### src/rtl/pwr_seq_pkg.sv
package pwr_seq_pkg;

    // Sequencer phases
    typedef enum logic [1:0] {
        SEQ_OFF  = 2'd0,  // all flags inactive, waiting for enable
        SEQ_RISE = 2'd1,  // raising flags one by one
        SEQ_FULL = 2'd2,  // all flags active
        SEQ_FALL = 2'd3   // withdrawing flags, cannot be interrupted
    } seq_state_e;

endpackage

### src/rtl/pwr_seq_timer.sv
// Tick-based delay timer. After a start, the first tick only arms the timer
// (phase reference). After a restep the timer stays armed, so the next
// delay counts from the tick that closed the previous one.
module pwr_seq_timer #(
    parameter int FIRST_TICKS = 9,
    parameter int STEP_TICKS  = 8
) (
    input  logic clk_i,
    input  logic rst_ni,
    input  logic tick_i,
    input  logic start_i,   // clear the count and disarm
    input  logic restep_i,  // clear the count and stay armed
    input  logic long_i,    // 1: first-delay length, 0: step length
    output logic done_o
);
    localparam int MAX_TICKS = (FIRST_TICKS > STEP_TICKS) ? FIRST_TICKS : STEP_TICKS;
    localparam int CNT_W     = $clog2(MAX_TICKS + 1);
    localparam logic [CNT_W-1:0] LIM_LONG  = CNT_W'(FIRST_TICKS - 1);
    localparam logic [CNT_W-1:0] LIM_SHORT = CNT_W'(STEP_TICKS - 1);

    typedef struct packed {
        logic             armed;
        logic [CNT_W-1:0] cnt;
    } tmr_t;

    tmr_t tmr_d, tmr_q;
    logic [CNT_W-1:0] lim;

    always_comb begin
        tmr_d  = tmr_q;
        lim    = long_i ? LIM_LONG : LIM_SHORT;
        done_o = tick_i && tmr_q.armed && (tmr_q.cnt == lim);
        if (start_i) begin
            tmr_d.armed = 1'b0;
            tmr_d.cnt   = '0;
        end else if (restep_i) begin
            tmr_d.cnt = '0;
        end else if (tick_i) begin
            if (!tmr_q.armed) begin
                tmr_d.armed = 1'b1;
            end else begin
                tmr_d.cnt = tmr_q.cnt + 1'b1;
            end
        end
    end

    always_ff @(posedge clk_i or negedge rst_ni) begin
        if (!rst_ni) begin
            tmr_q <= '0;
        end else begin
            tmr_q <= tmr_d;
        end
    end

endmodule

### src/rtl/pwr_seq_outputs.sv
// Level-to-flag decoder with polarity strap (R4 group shape, R9 polarity)
module pwr_seq_outputs #(
    parameter int NUM_RAILS = 3,
    parameter int LVL_W     = 2
) (
    input  logic [LVL_W-1:0]     lvl_i,
    input  logic                 inv_i,
    output logic [NUM_RAILS-1:0] flag_o
);
    for (genvar g = 0; g < NUM_RAILS; g++) begin : g_flag
        assign flag_o[g] = (lvl_i > LVL_W'(g)) ^ inv_i;
    end
endmodule

### src/rtl/pwr_seq_ctrl.sv
module pwr_seq_ctrl #(
    parameter int NUM_RAILS   = 3,
    parameter int FIRST_TICKS = 9,
    parameter int STEP_TICKS  = 8
) (
    input  logic                 clk_i,
    input  logic                 rst_ni,
    input  logic                 tick_i,
    input  logic                 en_i,
    input  logic                 inv_i,
    output logic [NUM_RAILS-1:0] flag_o
);
    import pwr_seq_pkg::*;

    localparam int LVL_W = $clog2(NUM_RAILS + 1);
    localparam logic [LVL_W-1:0] LVL_TOP = LVL_W'(NUM_RAILS);

    typedef struct packed {
        seq_state_e       st;
        logic [LVL_W-1:0] lvl;    // number of active flags
        logic             first;  // next withdrawal uses the first-delay length
    } seq_t;

    seq_t seq_d, seq_q;
    logic tmr_start, tmr_restep, tmr_long, tmr_done;

    always_comb begin
        seq_d      = seq_q;
        tmr_start  = 1'b0;
        tmr_restep = 1'b0;
        tmr_long   = ((seq_q.st == SEQ_RISE) && (seq_q.lvl == '0)) ||
                     ((seq_q.st == SEQ_FALL) && seq_q.first);
        unique case (seq_q.st)
            SEQ_OFF: begin
                tmr_start = 1'b1;
                if (en_i) begin
                    seq_d.st = SEQ_RISE;                    // start edge
                end
            end
            SEQ_RISE: begin
                if (!en_i) begin
                    tmr_start = 1'b1;
                    if (seq_q.lvl == '0) begin
                        seq_d.st = SEQ_OFF;                 // discard
                    end else begin
                        seq_d.st    = SEQ_FALL;             // abort
                        seq_d.first = 1'b1;
                    end
                end else if (tmr_done) begin
                    tmr_restep = 1'b1;
                    seq_d.lvl  = seq_q.lvl + 1'b1;          // release
                    if (seq_q.lvl == LVL_TOP - 1'b1) begin
                        seq_d.st = SEQ_FULL;
                    end
                end
            end
            SEQ_FULL: begin
                tmr_start = 1'b1;
                if (!en_i) begin
                    seq_d.st    = SEQ_FALL;
                    seq_d.first = 1'b1;
                end
            end
            SEQ_FALL: begin
                // enable is not looked at until all flags are inactive
                if (tmr_done) begin
                    tmr_restep  = 1'b1;
                    seq_d.lvl   = seq_q.lvl - 1'b1;
                    seq_d.first = 1'b0;
                    if (seq_q.lvl == LVL_W'(1)) begin
                        seq_d.st = SEQ_OFF;
                    end
                end
            end
            default: seq_d.st = SEQ_OFF;
        endcase
    end

    always_ff @(posedge clk_i or negedge rst_ni) begin
        if (!rst_ni) begin
            seq_q <= '{st: SEQ_OFF, lvl: '0, first: 1'b0};
        end else begin
            seq_q <= seq_d;
        end
    end

    pwr_seq_timer #(
        .FIRST_TICKS(FIRST_TICKS),
        .STEP_TICKS (STEP_TICKS)
    ) i_timer (
        .clk_i    (clk_i),
        .rst_ni   (rst_ni),
        .tick_i   (tick_i),
        .start_i  (tmr_start),
        .restep_i (tmr_restep),
        .long_i   (tmr_long),
        .done_o   (tmr_done)
    );

    pwr_seq_outputs #(
        .NUM_RAILS(NUM_RAILS),
        .LVL_W    (LVL_W)
    ) i_outputs (
        .lvl_i  (seq_q.lvl),
        .inv_i  (inv_i),
        .flag_o (flag_o)
    );

endmodule

### config.mk
export PLATFORM = sky130hd
export DESIGN_NAME = pwr_seq_ctrl
export DESIGN_NICKNAME = d
export VERILOG_FILES = /design/src/rtl/pwr_seq_pkg.sv /design/src/rtl/pwr_seq_timer.sv /design/src/rtl/pwr_seq_outputs.sv /design/src/rtl/pwr_seq_ctrl.sv
export SDC_FILE = /design/constraint.sdc
export NUM_CORES = 1
export LEC_CHECK = 0
export BUFFER_PORTS_ARGS = -buffer_cell sky130_fd_sc_hd__buf_2
export CAP_MARGIN = 30
export CORE_MARGIN = 2
export CORE_UTILIZATION = 35
export DETAILED_ROUTE_END_ITERATION = 7
export GPL_ROUTABILITY_DRIVEN = 0
export PLACE_DENSITY = 0.51
export SLEW_MARGIN = 20
export SYNTH_ARGS = -nofsm -noshare
export SYNTH_HDL_FRONTEND = slang
export SYNTH_SLANG_ARGS = --single-unit
### constraint.sdc
create_clock -name clk_i -period 4.4 [get_ports clk_i]
set_clock_uncertainty 0.15 [all_clocks]
set_input_delay 0.44 -clock clk_i [delete_from_list [all_inputs] [get_ports clk_i]]
set_output_delay 0.44 -clock clk_i [all_outputs]
set_load 0.005 [all_outputs]
==> metrics.md <==
| Metric | Value |
|---|---|
| Clock buffer depth | `2` |
| Max-slew headroom | `70.8%` |
| Synthesis-stage register bit count | `10` |
| Die X | `49.3 um` |
| I/O pin count | `8` |
| Number of synthesized flops with an enable pin | `0` |
| Die Y | `49.3 um` |
| Initial DRT Pass Iterations | `4` |
| Design Power | `0.417 mW` |
| Post-CTS Hold Buffers | `1` |
| Layer with the highest usage | `met1` |
| Die area | `0.00243 mm2` |
| Design area | `816 um2` |
| Starting DRT DRC Count | `22` |
| Syn Nets | `89` |
| Outcome | `completed` |
| Crit start category | `flip-flop` |
| Worst reg2reg startpoint | `seq_q[2]` |
| CTS tree | `done` |
| Post-synth top flop | `dfrtp_1` |
| GR Util met3 | `3.07%` |
| Levels on crit path | `7` |
| Syn. warnings | `0` |
| Wirelength per Cell | `12.8 um` |
| Worst Path Buf+Inv | `1` |
| Starting Density | `37.0%` |
| Worst IR drop on VDD | `0.236 mV` |
| Slew @ Worst Pin | `0.438 ns` |
| Fin crit share | `47.9%` |
| Final core occ | `42.0%` |
| Seq/Total Area, Yosys | `34.8%` |
| Post-cts sizing count | `0` |
| Worst setup path class | `reg -> reg` |
| Setup TNS | `0 ns` |
| Drt total wl | `1490 um` |
| RSZ-0062 raised after global routing | `false` |
| Max Fclk | `475 MHz` |
| Fin cells | `116` |
| Initial antenna violation count | `0` |
| Synthesized instance count | `79` |
| Max cap viols | `0` |
| Asr flop ratio synth | `100%` |
| Worst endpoint required time | `4.44 ns` |
| Post-CTS Setup Inserts | `0` |
| Worst-skew pair later-pin latency | `0.27 ns` |
| Max-slew violation count | `0` |
| Grt met1 use | `20.8%` |
| Placed inst area | `769 um2` |
| Layout cells sized above 1 | `20.2%` |
| Area taken by flip-flops and latches | `250 um2` |
| Cell taking the most area after synthesis | `dfrtp_1` |
| R2R Path End | `seq_q[2]` |
| CP Launch Point | `seq_q[2]` |
| Final min period | `2.11 ns` |
| Crit path max-delay family | `simple AND/OR/NAND/NOR gates` |
| Reg2reg setup slack | `2.29 ns` |
| Yosys top cell area share | `34.8%` |
| Sink Count | `10` |
| Syn Std Cell Area | `719 um2` |
| Cts bufs inserted | `3` |
| P_leak | `0.355 nW` |
| Pre-CTS setup slack | `2.31 ns` |
| Tot GR Track Use | `14.0%` |
| Via count | `586` |
| Layout area overhead | `13.4%` |
| PD cells | `511 mW/mm2` |
| First-pass GRT wire length | `2580 um` |
| Via density | `5.05` |
| Crit path largest cell delay | `0.50 ns` |
| Post-DP HPWL | `1090 um` |
| Reg2reg path depth | `7` |
| Layout Nets | `100` |
| CP max-delay cell | `or4b_4` |
| Remaining DRCs | `0` |
| Crit path cell chain | `inv_1, ha_1, mux2_4, or4b_4, nand2_2, nand3b_1, o211ai_1` |
| Final hold vios | `0` |
| Final setup fails | `0` |
| Leading post-synthesis cells by cell area | `dfrtp_1, ha_1, nand2_1` |
| Library cells used by synthesis | `37` |
| Crit path max fanout | `5` |
| Clk root buf | `clkbuf_4` |
| # rows | `16` |
| Worst hold path type | `in -> reg` |
| Hold slack | `0.266 ns` |
| Post-Syn Area per Cell | `9.11 um2` |
| Port-buffer cells | `7` |
| Worst setup endpoint | `seq_q[2]` |
| Grt met2 use | `19.1%` |
| H-tree lvl count | `1` |
| Worst EP arrival | `2.15 ns` |
| CP Capture Type | `flip-flop` |
| # placed instances | `111` |
| Largest net degree at the start of global routing | `14` |
| GRT overflow | `0` |
| Multi-input logic area | `435 um2` |
| N_diodes | `0` |
| Post-DRT Antenna Nets | `0` |
| Clk slew on worst S/H paths | `0.08 ns` |
| Setup WS post-layout | `2.29 ns` |
| Vias in the first global route | `549` |
| Core Box Area | `0.00194 mm2` |
| # fillers | `219` |
-- sequential cells by signal, summed over array words and instances (netlist names), named ones only --
signal	count
i_timer.tmr_q	5
seq_q	4
-- cells in the mapped netlist (2+ instances only) --
cell type and instances:
and2_1 3, ha_1 5, inv_1 4, nor2_1 7
nand2_1 10, dfrtp_1 10, nor3_1 4, xnor2_1 4
nand3_1 2, o21ai_0 3
-- power by group --
group / internal (mW) / total [mW] / switching [mW]
sequential: 0.121 / 0.160 / 0.0392
clock: 0.0503 / 0.0890 / 0.0387
combinational: 0.0921 / 0.168 / 0.0758
total: 0.263 / 0.417 / 0.154
-- layout make-up --
cell class,count,area share (%)
clock buffer,4,4.45
sequential,10,30.7
multi-input combinational,63,53.4
tap,27,4.14
timing repair buffer,8,5.52
inverter,4,1.84
-- worst register-to-register path: stages (launching register included) --
cell	delay (ns)
dfrtp_1	0.42
inv_1	0.10
ha_1	0.22
mux2_4	0.29
or4b_4	0.50
nand2_2	0.14
nand3b_1	0.09
o211ai_1	0.11
-- routing by layer --
layer | wire length [um] | up-vias
met5 | 0 | -
met1 | 784 | 273
li1 | - | 303
met3 | 46 | 2
met4 | 9 | 0
met2 | 647 | 8
-- placed cells by master (no fill, tap or decap), types with 2 or more instances in the layout --
master	netlist	final
nand2_1	10	10
dfrtp_1	10	10
nor2_1	7	7
buf_2	1	7
ha_1	5	5
inv_1	4	4
xnor2_1	4	4
nor3_1	4	4
and2_1	3	3
o21ai_0	3	3
clkbuf_4	0	3
nand3_1	2	2
-- worst min-delay path by stage --
stage	from	to	slack, ns	cells after the start
3_3_place_gp	rst_ni	asynchronous set/reset pin	0.18	1
3_5_place_dp	rst_ni	asynchronous set/reset pin	0.17	1
4_1_cts	tick_i	i_timer.tmr_q[4]	0.26	3
6_report	tick_i	i_timer.tmr_q[4]	0.27	3
5_1_grt	tick_i	i_timer.tmr_q[4]	0.28	3
2_1_floorplan	rst_ni	asynchronous set/reset pin	-0.006	0
-- cells by family after synthesis --
family                     synth area share (%)
DFF                                        34.8
AOI/OAI and AO/OA                          15.1
muxes                                      3.65
adders and majority gates                  8.70
and+or+nand+nor                            27.0
xor gates and xnor gates                   6.09
buffers and inverters                      4.69
No activity file was read; power rests on OpenSTA's default activity.
